<file path="src/rtl/spi_busy_pkg.sv">
package spi_busy_pkg;

  typedef enum logic {
    ORDER_MSB = 1'b0,
    ORDER_LSB = 1'b1
  } bit_order_e;

  typedef enum logic {
    EDGE_RISE = 1'b0,
    EDGE_FALL = 1'b1
  } sample_edge_e;

endpackage

</file>
<file path="src/rtl/spi_sync_level.sv">
// Multi-stage synchroniser that also keeps one extra delayed copy of the line,
// so the parent module can detect edges.
module spi_sync_level #(
  parameter int   STAGES  = 2,
  parameter logic RST_VAL = 1'b0
) (
  input  logic clk,
  input  logic rst_n,
  input  logic d_i,
  output logic level_o,
  output logic prev_o
);

  logic [STAGES:0] pipe;

  always_ff @(posedge clk or negedge rst_n) begin
    if (!rst_n) pipe <= {(STAGES + 1){RST_VAL}};
    else        pipe <= {pipe[STAGES-1:0], d_i};
  end

  assign level_o = pipe[STAGES-1];
  assign prev_o  = pipe[STAGES];

endmodule

</file>
<file path="src/rtl/spi_tx_hold.sv">
// One-byte holding register that sits between the transmit stream and the shifter.
module spi_tx_hold #(
  parameter int DATA_W = 8
) (
  input  logic              clk,
  input  logic              rst_n,
  input  logic              tx_valid_i,
  input  logic [DATA_W-1:0] tx_data_i,
  output logic              tx_ready_o,
  input  logic              take_i,
  output logic              full_o,
  output logic [DATA_W-1:0] data_o
);

  always_ff @(posedge clk or negedge rst_n) begin
    if (!rst_n) begin
      full_o <= 1'b0;
      data_o <= '0;
    end else begin
      if (take_i) full_o <= 1'b0;
      if (tx_valid_i && !full_o) begin
        data_o <= tx_data_i;
        full_o <= 1'b1;
      end
    end
  end

  assign tx_ready_o = !full_o;


  hold_fill_chk: assert property (@(posedge clk) disable iff (!rst_n)
    (tx_valid_i && tx_ready_o) |=> !tx_ready_o);

endmodule

</file>
<file path="src/rtl/spi_rx_port.sv">
// Receive stream and busy flag.
module spi_rx_port #(
  parameter int DATA_W = 8
) (
  input  logic              clk,
  input  logic              rst_n,
  input  logic              done_i,
  input  logic [DATA_W-1:0] byte_i,
  input  logic              busy_en_i,
  input  logic              rx_ready_i,
  output logic              rx_valid_o,
  output logic [DATA_W-1:0] rx_data_o,
  output logic              busy_o
);

  always_ff @(posedge clk or negedge rst_n) begin
    if (!rst_n) begin
      rx_valid_o <= 1'b0;
      rx_data_o  <= '0;
    end else begin
      if (rx_valid_o && rx_ready_i) rx_valid_o <= 1'b0;
      if (done_i && !rx_valid_o) begin
        rx_valid_o <= 1'b1;
        rx_data_o  <= byte_i;
      end
    end
  end

  assign busy_o = busy_en_i && rx_valid_o;


  rx_hold_chk: assert property (@(posedge clk) disable iff (!rst_n)
    (rx_valid_o && !rx_ready_i) |=> (rx_valid_o && $stable(rx_data_o)));


  busy_clear_chk: assert property (@(posedge clk) disable iff (!rst_n)
    (rx_valid_o && rx_ready_i) |=> !busy_o);

endmodule

</file>
<file path="src/rtl/spi_shift_core.sv">
// Bit counter together with the receive and transmit shift registers.
module spi_shift_core
  import spi_busy_pkg::*;
#(
  parameter int DATA_W = 8
) (
  input  logic              clk,
  input  logic              rst_n,
  input  logic              sel_i,
  input  logic              act_i,
  input  logic              ss_rise_i,
  input  logic              ss_fall_i,
  input  logic              mosi_i,
  input  bit_order_e        order_i,
  input  logic              hold_full_i,
  input  logic [DATA_W-1:0] hold_data_i,
  output logic              done_o,
  output logic              take_o,
  output logic              miso_o,
  output logic [DATA_W-1:0] rx_byte_o
);

  localparam int              CNT_W = $clog2(DATA_W);
  localparam logic [CNT_W-1:0] LAST = CNT_W'(DATA_W - 1);

  logic [CNT_W-1:0]  cnt;
  logic [DATA_W-1:0] rx_sh, tx_sh, rx_next, tx_next, load_val;
  logic              last_bit;

  always_comb begin
    if (order_i == ORDER_LSB) begin
      rx_next = {mosi_i, rx_sh[DATA_W-1:1]};
      tx_next = {1'b1, tx_sh[DATA_W-1:1]};
      miso_o  = tx_sh[0];
    end else begin
      rx_next = {rx_sh[DATA_W-2:0], mosi_i};
      tx_next = {tx_sh[DATA_W-2:0], 1'b1};
      miso_o  = tx_sh[DATA_W-1];
    end
  end

  assign load_val  = hold_full_i ? hold_data_i : {DATA_W{1'b1}};
  assign last_bit  = (cnt == LAST);
  assign done_o    = act_i && last_bit && !ss_rise_i && !ss_fall_i;
  assign take_o    = ss_fall_i || done_o;
  assign rx_byte_o = rx_next;

  always_ff @(posedge clk or negedge rst_n) begin
    if (!rst_n) begin
      cnt   <= '0;
      rx_sh <= '0;
      tx_sh <= '1;
    end else if (ss_rise_i) begin
      cnt   <= '0;
      rx_sh <= '0;
      tx_sh <= '1;
    end else if (ss_fall_i) begin
      cnt   <= '0;
      rx_sh <= '0;
      tx_sh <= load_val;
    end else if (act_i) begin
      rx_sh <= rx_next;
      if (last_bit) begin
        cnt   <= '0;
        tx_sh <= load_val;
      end else begin
        cnt   <= cnt + 1'b1;
        tx_sh <= tx_next;
      end
    end
  end


  idle_count_chk: assert property (@(posedge clk) disable iff (!rst_n)
    !sel_i |=> (cnt == '0));


  rise_clear_chk: assert property (@(posedge clk) disable iff (!rst_n)
    ss_rise_i |=> (cnt == '0 && rx_sh == '0));

endmodule

</file>
<file path="src/rtl/spi_busy_slave.sv">
module spi_busy_slave
  import spi_busy_pkg::*;
#(
  parameter int DATA_W      = 8,
  parameter int SYNC_STAGES = 2
) (
  input  logic              clk,
  input  logic              rst_n,
  input  logic              cfg_lsb_first,
  input  logic              cfg_sample_fall,
  input  logic              cfg_busy_en,
  input  logic              sck_i,
  input  logic              ss_n_i,
  input  logic              mosi_i,
  output logic              miso_o,
  output logic              miso_oe_o,
  output logic              busy_o,
  output logic              rx_valid_o,
  input  logic              rx_ready_i,
  output logic [DATA_W-1:0] rx_data_o,
  input  logic              tx_valid_i,
  output logic              tx_ready_o,
  input  logic [DATA_W-1:0] tx_data_i
);

  logic ss_lvl, ss_prv, sck_lvl, sck_prv;
  logic [SYNC_STAGES-1:0] mosi_pipe;
  logic sel, ss_rise, ss_fall, act;
  logic done, take, core_miso, hold_full;
  logic [DATA_W-1:0] hold_data, rx_byte;
  sample_edge_e edge_sel;
  bit_order_e   order;

  spi_sync_level #(.STAGES(SYNC_STAGES), .RST_VAL(1'b1)) u_ss_sync (
    .clk(clk), .rst_n(rst_n), .d_i(ss_n_i), .level_o(ss_lvl), .prev_o(ss_prv)
  );

  spi_sync_level #(.STAGES(SYNC_STAGES), .RST_VAL(1'b0)) u_sck_sync (
    .clk(clk), .rst_n(rst_n), .d_i(sck_i), .level_o(sck_lvl), .prev_o(sck_prv)
  );

  always_ff @(posedge clk or negedge rst_n) begin
    if (!rst_n) mosi_pipe <= '0;
    else        mosi_pipe <= {mosi_pipe[SYNC_STAGES-2:0], mosi_i};
  end

  assign edge_sel = sample_edge_e'(cfg_sample_fall);
  assign order    = bit_order_e'(cfg_lsb_first);
  assign sel      = !ss_lvl;
  assign ss_rise  = ss_lvl && !ss_prv;
  assign ss_fall  = !ss_lvl && ss_prv;
  assign act      = sel && ((edge_sel == EDGE_FALL) ? (sck_prv && !sck_lvl)
                                                    : (!sck_prv && sck_lvl));

  spi_tx_hold #(.DATA_W(DATA_W)) u_hold (
    .clk(clk), .rst_n(rst_n), .tx_valid_i(tx_valid_i), .tx_data_i(tx_data_i),
    .tx_ready_o(tx_ready_o), .take_i(take), .full_o(hold_full), .data_o(hold_data)
  );

  spi_shift_core #(.DATA_W(DATA_W)) u_core (
    .clk(clk), .rst_n(rst_n), .sel_i(sel), .act_i(act), .ss_rise_i(ss_rise),
    .ss_fall_i(ss_fall), .mosi_i(mosi_pipe[SYNC_STAGES-1]), .order_i(order),
    .hold_full_i(hold_full), .hold_data_i(hold_data), .done_o(done),
    .take_o(take), .miso_o(core_miso), .rx_byte_o(rx_byte)
  );

  spi_rx_port #(.DATA_W(DATA_W)) u_rx (
    .clk(clk), .rst_n(rst_n), .done_i(done), .byte_i(rx_byte),
    .busy_en_i(cfg_busy_en), .rx_ready_i(rx_ready_i), .rx_valid_o(rx_valid_o),
    .rx_data_o(rx_data_o), .busy_o(busy_o)
  );

  assign miso_oe_o = sel;
  assign miso_o    = sel && core_miso;


  oe_follows_sel_chk: assert property (@(posedge clk) disable iff (!rst_n)
    $rose(ss_lvl) |-> !miso_oe_o);

endmodule

</file>
<file path="config.mk">
export PLATFORM = sky130hd
export DESIGN_NAME = spi_busy_slave
export DESIGN_NICKNAME = d
export VERILOG_FILES = /design/src/rtl/spi_busy_pkg.sv /design/src/rtl/spi_sync_level.sv /design/src/rtl/spi_tx_hold.sv /design/src/rtl/spi_rx_port.sv /design/src/rtl/spi_shift_core.sv /design/src/rtl/spi_busy_slave.sv
export SDC_FILE = /design/constraint.sdc
export NUM_CORES = 1
export LEC_CHECK = 0
export BUFFER_PORTS_ARGS = -buffer_cell sky130_fd_sc_hd__buf_2
export CAP_MARGIN = 15
export CORE_MARGIN = 4
export CORE_UTILIZATION = 48
export CTS_CLUSTER_DIAMETER = 200
export DETAILED_ROUTE_END_ITERATION = 10
export PLACE_DENSITY = 0.77
export SKIP_LAST_GASP = 1
export SLEW_MARGIN = 10
export SYNTH_ARGS = -nofsm -noshare
export SYNTH_HDL_FRONTEND = slang
export SYNTH_SLANG_ARGS = --single-unit
</file>
<file path="constraint.sdc">
create_clock -name clk -period 6.3 [get_ports clk]
set_clock_uncertainty 0.1 [all_clocks]
set_input_delay 0 -clock clk [delete_from_list [all_inputs] [get_ports clk]]
set_output_delay 0 -clock clk [all_outputs]
set_load 0.01 [all_outputs]
</file>
Word-level counts from Yosys, hierarchy flattened. Index checks and enable logic that the tools add are counted.

Register bits: 45. Input port bits: 18. Word-level logic and storage cells: 57.

Add/sub/neg operators: 1. Equality and inequality tests: 1. Mux-type cells: 20. Reduce and logical (&&, ||, !) cells: 25.

Operator list (number): 2-to-1 mux 8 bit (10); logical AND 1 bit (13); 2-to-1 mux 3 bit (4); zero test 1 bit (8); 2-to-1 mux 1 bit (6); nonzero test 2 bit (2); adder 3 x 1 -> 3 bit (second input constant) (1); equality test 3 bit (second input constant) (1); nonzero test 3 bit (1); logical OR 1 bit (1).

Longest topological paths before layout. Gate-level depths: netlist of run 1.

Depth in word-level cells: 10. Gate-level depth with buffers: 7.

By module. From an unflattened synthesis of run 1, not the netlist that was laid out.

Cell total of the unflattened synthesis: 145. Area, all modules: 2047.0 um2.

Modules (own cells, without submodules): spi_shift_core (instances 1, cells each 87, area an instance 1043.5 um2, seq. area each 485.5 um2); spi_rx_port (instances 1, cells each 22, area an instance 380.4 um2, seq. area each 225.2 um2); spi_tx_hold (instances 1, cells each 21, area an instance 374.1 um2, seq. area each 225.2 um2); spi_busy_slave (instances 1, cells each 9, area an instance 95.1 um2, seq. area each 50.0 um2); spi_sync_level at u_ss_sync (instances 1, cells each 3, area an instance 78.8 um2, seq. area each 78.8 um2); spi_sync_level at u_sck_sync (instances 1, cells each 3, area an instance 75.1 um2, seq. area each 75.1 um2).

Least setup slack after synthesis of run 1. Ideal clock, no wire load.

Kind: reg-to-reg. Start point: register u_ss_sync.pipe[1]. End point: register u_rx.rx_data_o[7]. Library setup time: 0.125 ns. Arrival: 2.116 ns. Data required time: 6.075 ns. Setup slack: 3.959 ns. Stages on the path, launching flop included: 7. Period minus slack after synthesis: 2.341 ns. Cells stage by stage: dfstp_2 inv_1 ha_1 or4b_1 a211oi_2 buf_6 mux2_4.

Longest elaborated chain between the ends: 6. Elaborated cells on any way between the ends: 10. Classes of those cells: 10 x reduce/logical.

RTL lines: from (decl) (RTL line spi_sync_level.sv:14) `logic [STAGES:0] pipe;`; from (signal assigned) (RTL line spi_sync_level.sv:17) `if (!rst_n) pipe <= {(STAGES + 1){RST_VAL}};`; from (signal assigned) (RTL line spi_sync_level.sv:18) `else pipe <= {pipe[STAGES-1:0], d_i};`; zero test 1 bit (*) (RTL line spi_busy_slave.sv:49) `assign sel = !ss_lvl;`; via miso_oe_o (RTL line spi_busy_slave.sv:16) `output logic miso_oe_o,`; logical AND 1 bit (RTL line spi_busy_slave.sv:52) `assign act = sel && ((edge_sel == EDGE_FALL) ? (sck_prv && !sck_lvl)`; logical AND 1 bit (2 in a row) (RTL line spi_shift_core.sv:44) `assign done_o = act_i && last_bit && !ss_rise_i && !ss_fall_i;`; logical AND 1 bit (*) (RTL line spi_shift_core.sv:44); logical AND 1 bit (*) (RTL line spi_rx_port.sv:22) `if (done_i && !rx_valid_o) begin`; to (signal assigned) (RTL line spi_rx_port.sv:24) `rx_data_o <= byte_i;`; to (decl) (RTL line spi_rx_port.sv:12) `output logic [DATA_W-1:0] rx_data_o,`.

Mark *: on every way through the listed nets, which the timed path passes. The rest lies on a longest branch. A chain may end at the register's enable or synchronous reset.

Final worst setup path of run 1.
Start point: register u_ss_sync.pipe[1]. End point: register u_rx.rx_data_o[7].

Longest elaborated chain between the ends: 6. Elaborated cells on any way between the ends: 10. Classes of those cells: 10 x reduce/logical.

RTL lines (RTL line): zero test 1 bit (spi_busy_slave.sv:49, spi_busy_slave.sv:51); logical AND 1 bit (spi_busy_slave.sv:52); logical AND 1 bit (2 in a row) (spi_shift_core.sv:44); logical AND 1 bit (*) (spi_shift_core.sv:44); logical AND 1 bit (*) (spi_rx_port.sv:22).

Every way passes the cells marked *; elsewhere a longest branch is shown, timed or not.

==> out/metrics.csv, run 1 <==
metric,value,unit
r2r-start,u_ss_sync.pipe[1],
grt_setup_unrepaired,no,
finalNetCount,229,
clock_power_share,24.3,%
yosys.area_share.xor_xnor,0,%
regArea,1140,µm²
vias_per_cell,5.27,
n_antenna_cell,0,
areaGrowthSynthToFinish,17.1,%
worst_pin_slew,0.974,ns
vias,1370,
fillers,363,
power.internal,539,µW
design_area,2550,µm²
critPathCaptureType,flop,
switchingPower,196,µW
drive_gt1_share,41.8,%
root_buffer,clkbuf_8,
setup_viol,0,
vdd_drop_max,156,µV
synth.top_cell.area_share,39.1,%
post_drt_wl_per_cell,15.0,µm
numCtsBuffers,5,
worst_slack,3.49,ns
synth_commonest_cells,"dfrtp_1, mux2_2, inv_1, mux2i_1, nor2_1",
synth_compound_area_share,5.75,%
grt_max_degree,46,
finalCriticalPeriod,2.81,ns
async_flop_share,100,%
drtIter0Drc,75,
die_x,75.3,µm
dieHeight,75.3,µm
drt_pass1_iterations,4,
leakage,1.18,nW
path_max_fanout,9,
initial_core_util,49.7,%
p_total,735,µW
track_usage,16.0,%
syn_inst,165,
grt-ovfl-total,0,
wirelength,3900,µm
multi_input_area,910,µm²
dp_slack,3.43,ns
synth.distinct_cells,34,
yosys.area_share.simple,8.45,%
fp.dieArea,5680,µm²
seqPwrFrac,53.1,%
coreArea,4380,µm²
dpl-instance-area,2330,µm²
synth.most_common_cell,dfrtp_1,
p_sw_share,26.6,%
cts_tree,yes,
start_kind,flop,
antenna_found_initial,0,
cts_buffer_depth,2,
finalHoldViolCount,0,
dpl.hpwl,2600,µm
crit_path_start,u_ss_sync.pipe[1],
ys_warn_count,0,
synthAdderAreaFrac,2.30,%
synth_top_family_by_area,multiplexers,
required,6.38,ns
clock-sinks,45,
synthMuxAreaShare,25.3,%
avgSynthCellArea,13.2,µm²
htreeDepth,2,
crit_arrival,2.89,ns
place_congestion,0.731,
ys_ff_latch,45,
route.detailed.drc,0,
insertion_delay,0.29,ns
drv_slew,0,
ys.flop_type,dfrtp_1,
tns,0,ns
grt_pass1_wl,6730,µm
clk_pin_slew,0.08,ns
yosysSeqAreaShare,52.4,%
synth_edf_count,0,
status,"finished, final reports clean",
maxSlewHeadroom,35.0,%
max_freq,356,MHz
synthesis.nets,187,
grt_pass1_vias,1374,
hp-start,cfg_sample_fall,
port_buffers,30,
synth_area_leaders,"dfrtp_1, dfstp_2, mux2_2",
min_path_type,primary input to flop,
synth.largest_area_cell,dfrtp_1,
cap_violations,0,
fin_crit_sh,44.6,%
crit_type,flop to flop,
ant_nets,0,
rows,24,
pin_count,31,
p_comb_share,22.6,%
synth_area,2180,µm²
p_per_area,288,nW/µm²
## what timing repair did
item                                   4_1_cts  5_1_grt
resized for setup                            0        0
endpoints found under the hold margin       46        0
hold buffers                                13        0
setup buffers                                0        0
## cell usage in the layout, fill, tap and decap left out, types with 2 or more instances in the layout
| cell | synthesis | final |
|---|---|---|
| dfstp_2 | 11 | 11 |
| dfrtp_1 | 34 | 34 |
| o31ai_1 | 2 | 2 |
| ha_1 | 4 | 4 |
| clkbuf_8 | 0 | 6 |
| nor2_1 | 12 | 12 |
| mux2_2 | 24 | 24 |
| nor4_1 | 2 | 2 |
| mux2i_1 | 16 | 16 |
| inv_1 | 17 | 17 |
| o32a_1 | 6 | 6 |
| buf_2 | 0 | 30 |
| nand2b_1 | 3 | 3 |
| clkbuf_1 | 2 | 2 |
| dlygate4sd3_1 | 0 | 13 |
| a31oi_1 | 2 | 2 |
| mux2_4 | 8 | 8 |
## logic make-up (layout without fill, tap and decap cells)
group / after synthesis / after routing
adder cells (fa/ha/maj): 4 / 4
multiplexers: 48 / 48
AND/OR/NAND/NOR: 29 / 29
AO/OA/AOI/OAI: 14 / 14
buffers and inverters: 25 / 68
flip-flops: 45 / 45
## power groups by stage
stage          Clock (mW)  Combinational (mW)  Sequential (mW)
2_1_floorplan           0               0.125            0.386
3_3_place_gp            0               0.157            0.393
3_5_place_dp            0               0.162            0.396
4_1_cts             0.185               0.169            0.390
5_1_grt             0.199               0.186            0.399
6_report            0.178               0.166            0.390
## per-layer routing
layer	up-vias	global-route usage [%]	share of wire, %	wire (µm)
met5	-	0	0	0
met3	4	4.22	5.1	200
met2	32	24.4	47	1830
met4	0	5.24	1.4	55
met1	674	22.3	46	1810
li1	660	-	-	-
## area by class of cell
class,count,area share (%)
Sequential cell,45,44.7
Multi-Input combinational cell,95,35.7
Clock buffer,8,3.53
Timing Repair Buffer,43,11.0
Inverter,17,2.50
Tap cell,52,2.55
## critical path, cell delays in order (launching register included)
cell and delay (ns):
dfstp_2 0.61, inv_1 0.07, ha_1 0.26, or4b_1 0.53, a211oi_2 0.77, mux2_4 0.35
## stage by stage
stage / utilization (%) / cells / hold WS, ns
floorplan: - / 165 / -0.396
global placement: 53.1 / 239 / 0.00704
detailed placement: 53.1 / 239 / 0.00641
CTS: 58.1 / 260 / 0.113
global route: 58.1 / 260 / 0.158
finish: 58.1 / 260 / 0.110
## flip-flops by register name, indices dropped and copies added, names as in the netlist
name             count
u_hold.data_o        8
u_sck_sync.pipe      3
u_core.cnt           3
mosi_pipe            2
u_hold.full_o        1
u_core.rx_sh         8
u_rx.rx_valid_o      1
u_core.tx_sh         8
u_rx.rx_data_o       8
u_ss_sync.pipe       3
## path summary, 6_finish.rpt
check                               endpoint  slack [ns]  cells after the start
min in group asynchronous  u_rx.rx_data_o[5]        0.31                      2
max in group asynchronous   u_hold.data_o[0]        5.19                      2
max                        u_rx.rx_data_o[7]        3.49                      5
min                          u_core.tx_sh[7]        0.11                      4
min reg2reg                     mosi_pipe[1]        0.25                      0
max reg2reg                u_rx.rx_data_o[7]        3.49                      5
No activity file was read; power rests on OpenSTA's default activity.
==> inputs of run 2 (changes only) <==
Settings changed: PLACE_DENSITY 0.77 to 0.79.
Clock period 6.3 ns to 2.4 ns, I/O delays scaled along.
==> out/metrics.csv, run 2 (synthesis gave the netlist of run 1 again) <==
metric,value,unit
grt-ovfl-total,0,
die_x,75.3,µm
n_antenna_cell,0,
fin_crit_sh,93.9,%
crit_type,flop to flop,
cts_resized,0,
cp.depth,6,
grt_setup_unrepaired,no,
place_congestion,0.754,
p_total,2.02,mW
rows,24,
wirelength,3790,µm
rr_worst_depth,6,
finalCriticalPeriod,2.25,ns
drive_gt1_share,43.7,%
finalNetCount,234,
maxSlewHeadroom,34.4,%
vias_per_cell,5.22,
htreeDepth,2,
port_buffers,30,
finalHoldViolCount,0,
cp_slowest_stage_delay,0.54,ns
pin_count,31,
ant_nets,0,
critPathCaptureType,flop,
initial_core_util,49.7,%
dpl.hpwl,2630,µm
drv_slew,0,
coreArea,4380,µm²
grt_pass1_wl,6480,µm
clk_pin_slew,0.09,ns
r2r-start,u_ss_sync.pipe[1],
drt_pass1_iterations,4,
postCtsSetupBuffers,0,
setup_viol,0,
fp.dieArea,5680,µm²
crit_path_start,u_ss_sync.pipe[1],
endpoint,u_rx.rx_data_o[7],
path_buf_inv,2,
wl_met3,189,µm
top_layer_used,met4,
status,"finished, final reports clean",
tns,0,ns
cp_top_family,flip-flops,
path_max_fanout,9,
vias,1382,
worst_pin_slew,0.984,ns
grt_max_degree,46,
required,2.50,ns
drt-met1-wl,1850,µm
dieHeight,75.3,µm
p_per_area,776,nW/µm²
antenna_found_initial,0,
track_usage,15.4,%
root_buffer,clkbuf_8,
crit_slowest_cell,dfstp_2,
insertion_delay,0.30,ns
areaGrowthSynthToFinish,19.6,%
dr_wl_met2,1680,µm
max_freq,444,MHz
layout_commonest_cell,dfrtp_1,
grt_pass1_vias,1356,
leakage,1.21,nW
route.detailed.drc,0,
drtIter0Drc,69,
start_kind,flop,
post_drt_wl_per_cell,14.3,µm
numCtsBuffers,5,
crit_arrival,2.35,ns
clock-sinks,45,
min_path_type,primary input to flop,
r2r_end,u_rx.rx_data_o[7],
cap_violations,0,
path_cells,"inv_1, ha_1, or4b_1, a211oi_2, buf_4, mux2_4",
final_cell_mix,"dfrtp_1, buf_2, mux2_2",
cts_tree,yes,
cts_buffer_depth,2,
vdd_drop_max,433,µV
rrSetupSlack,0.15,ns
[run 2: cell count changes in the layout (fill, tap and decap cells not counted), sizes merged]
cell and change:
clkbuf -2, clkinv +1, buf +5, bufinv +1
[run 2: power breakdown]
part,switching (mW),internal [mW]
clock,0.247,0.309
combinational,0.187,0.256
sequential,0.0930,0.928
total,0.526,1.49
[run 2: repair_timing]
| action | 4_1_cts | 5_1_grt |
|---|---|---|
| endpoints found under the hold margin | 46 | 0 |
| endpoints found under the setup margin | 0 | 0 |
| hold buffers | 13 | 0 |
[run 2: worst reg2reg max path, stage by stage (launching register included)]
cell and delay (ns):
dfstp_2 0.54, inv_1 0.05, ha_1 0.21, or4b_1 0.52, a211oi_2 0.20, buf_4 0.22, mux2_4 0.31
[run 2: layout make-up]
cell class	instances	area (µm²)
Timing Repair Buffer	48	318
Clock inverter	2	35.0
Sequential cell	45	1140
Tap cell	52	65.1
Multi-Input combinational cell	95	910
Clock buffer	6	72.6
Fill cell	381	1780
Inverter	17	63.8
[run 2: worst min-delay path by stage]
stage	start	end	slack (ns)	depth (start not counted)
finish	cfg_sample_fall	u_core.tx_sh[0]	0.07	4
global route	cfg_sample_fall	u_core.tx_sh[0]	0.1	4
CTS	cfg_sample_fall	u_core.tx_sh[0]	0.06	4
detailed placement	ss_n_i	u_ss_sync.pipe[0]	0.008	1
global placement	sck_i	u_sck_sync.pipe[0]	0.009	1
floorplan	rst_n	mosi_pipe[0]	-0.40	0
[run 2: routing by layer]
layer / vias to the layer above / global-route usage [%]
li1: 671 / -
met1: 679 / 22.3
met2: 25 / 21.6
met3: 7 / 4.35
met4: 0 / 6.60
met5: - / 0
[run 2: through the flow]
step	util, %	instances	area (µm²)	setup WS (ns)	hold slack [ns]
2_1_floorplan	-	165	2180	0.0586	-0.396
3_3_place_gp	54.0	244	2370	0.197	0.00913
3_5_place_dp	54.0	244	2370	0.138	0.00822
4_1_cts	59.4	265	2600	0.137	0.0632
5_1_grt	59.4	265	2600	0.0681	0.0999
6_report	59.4	265	2600	0.147	0.0683
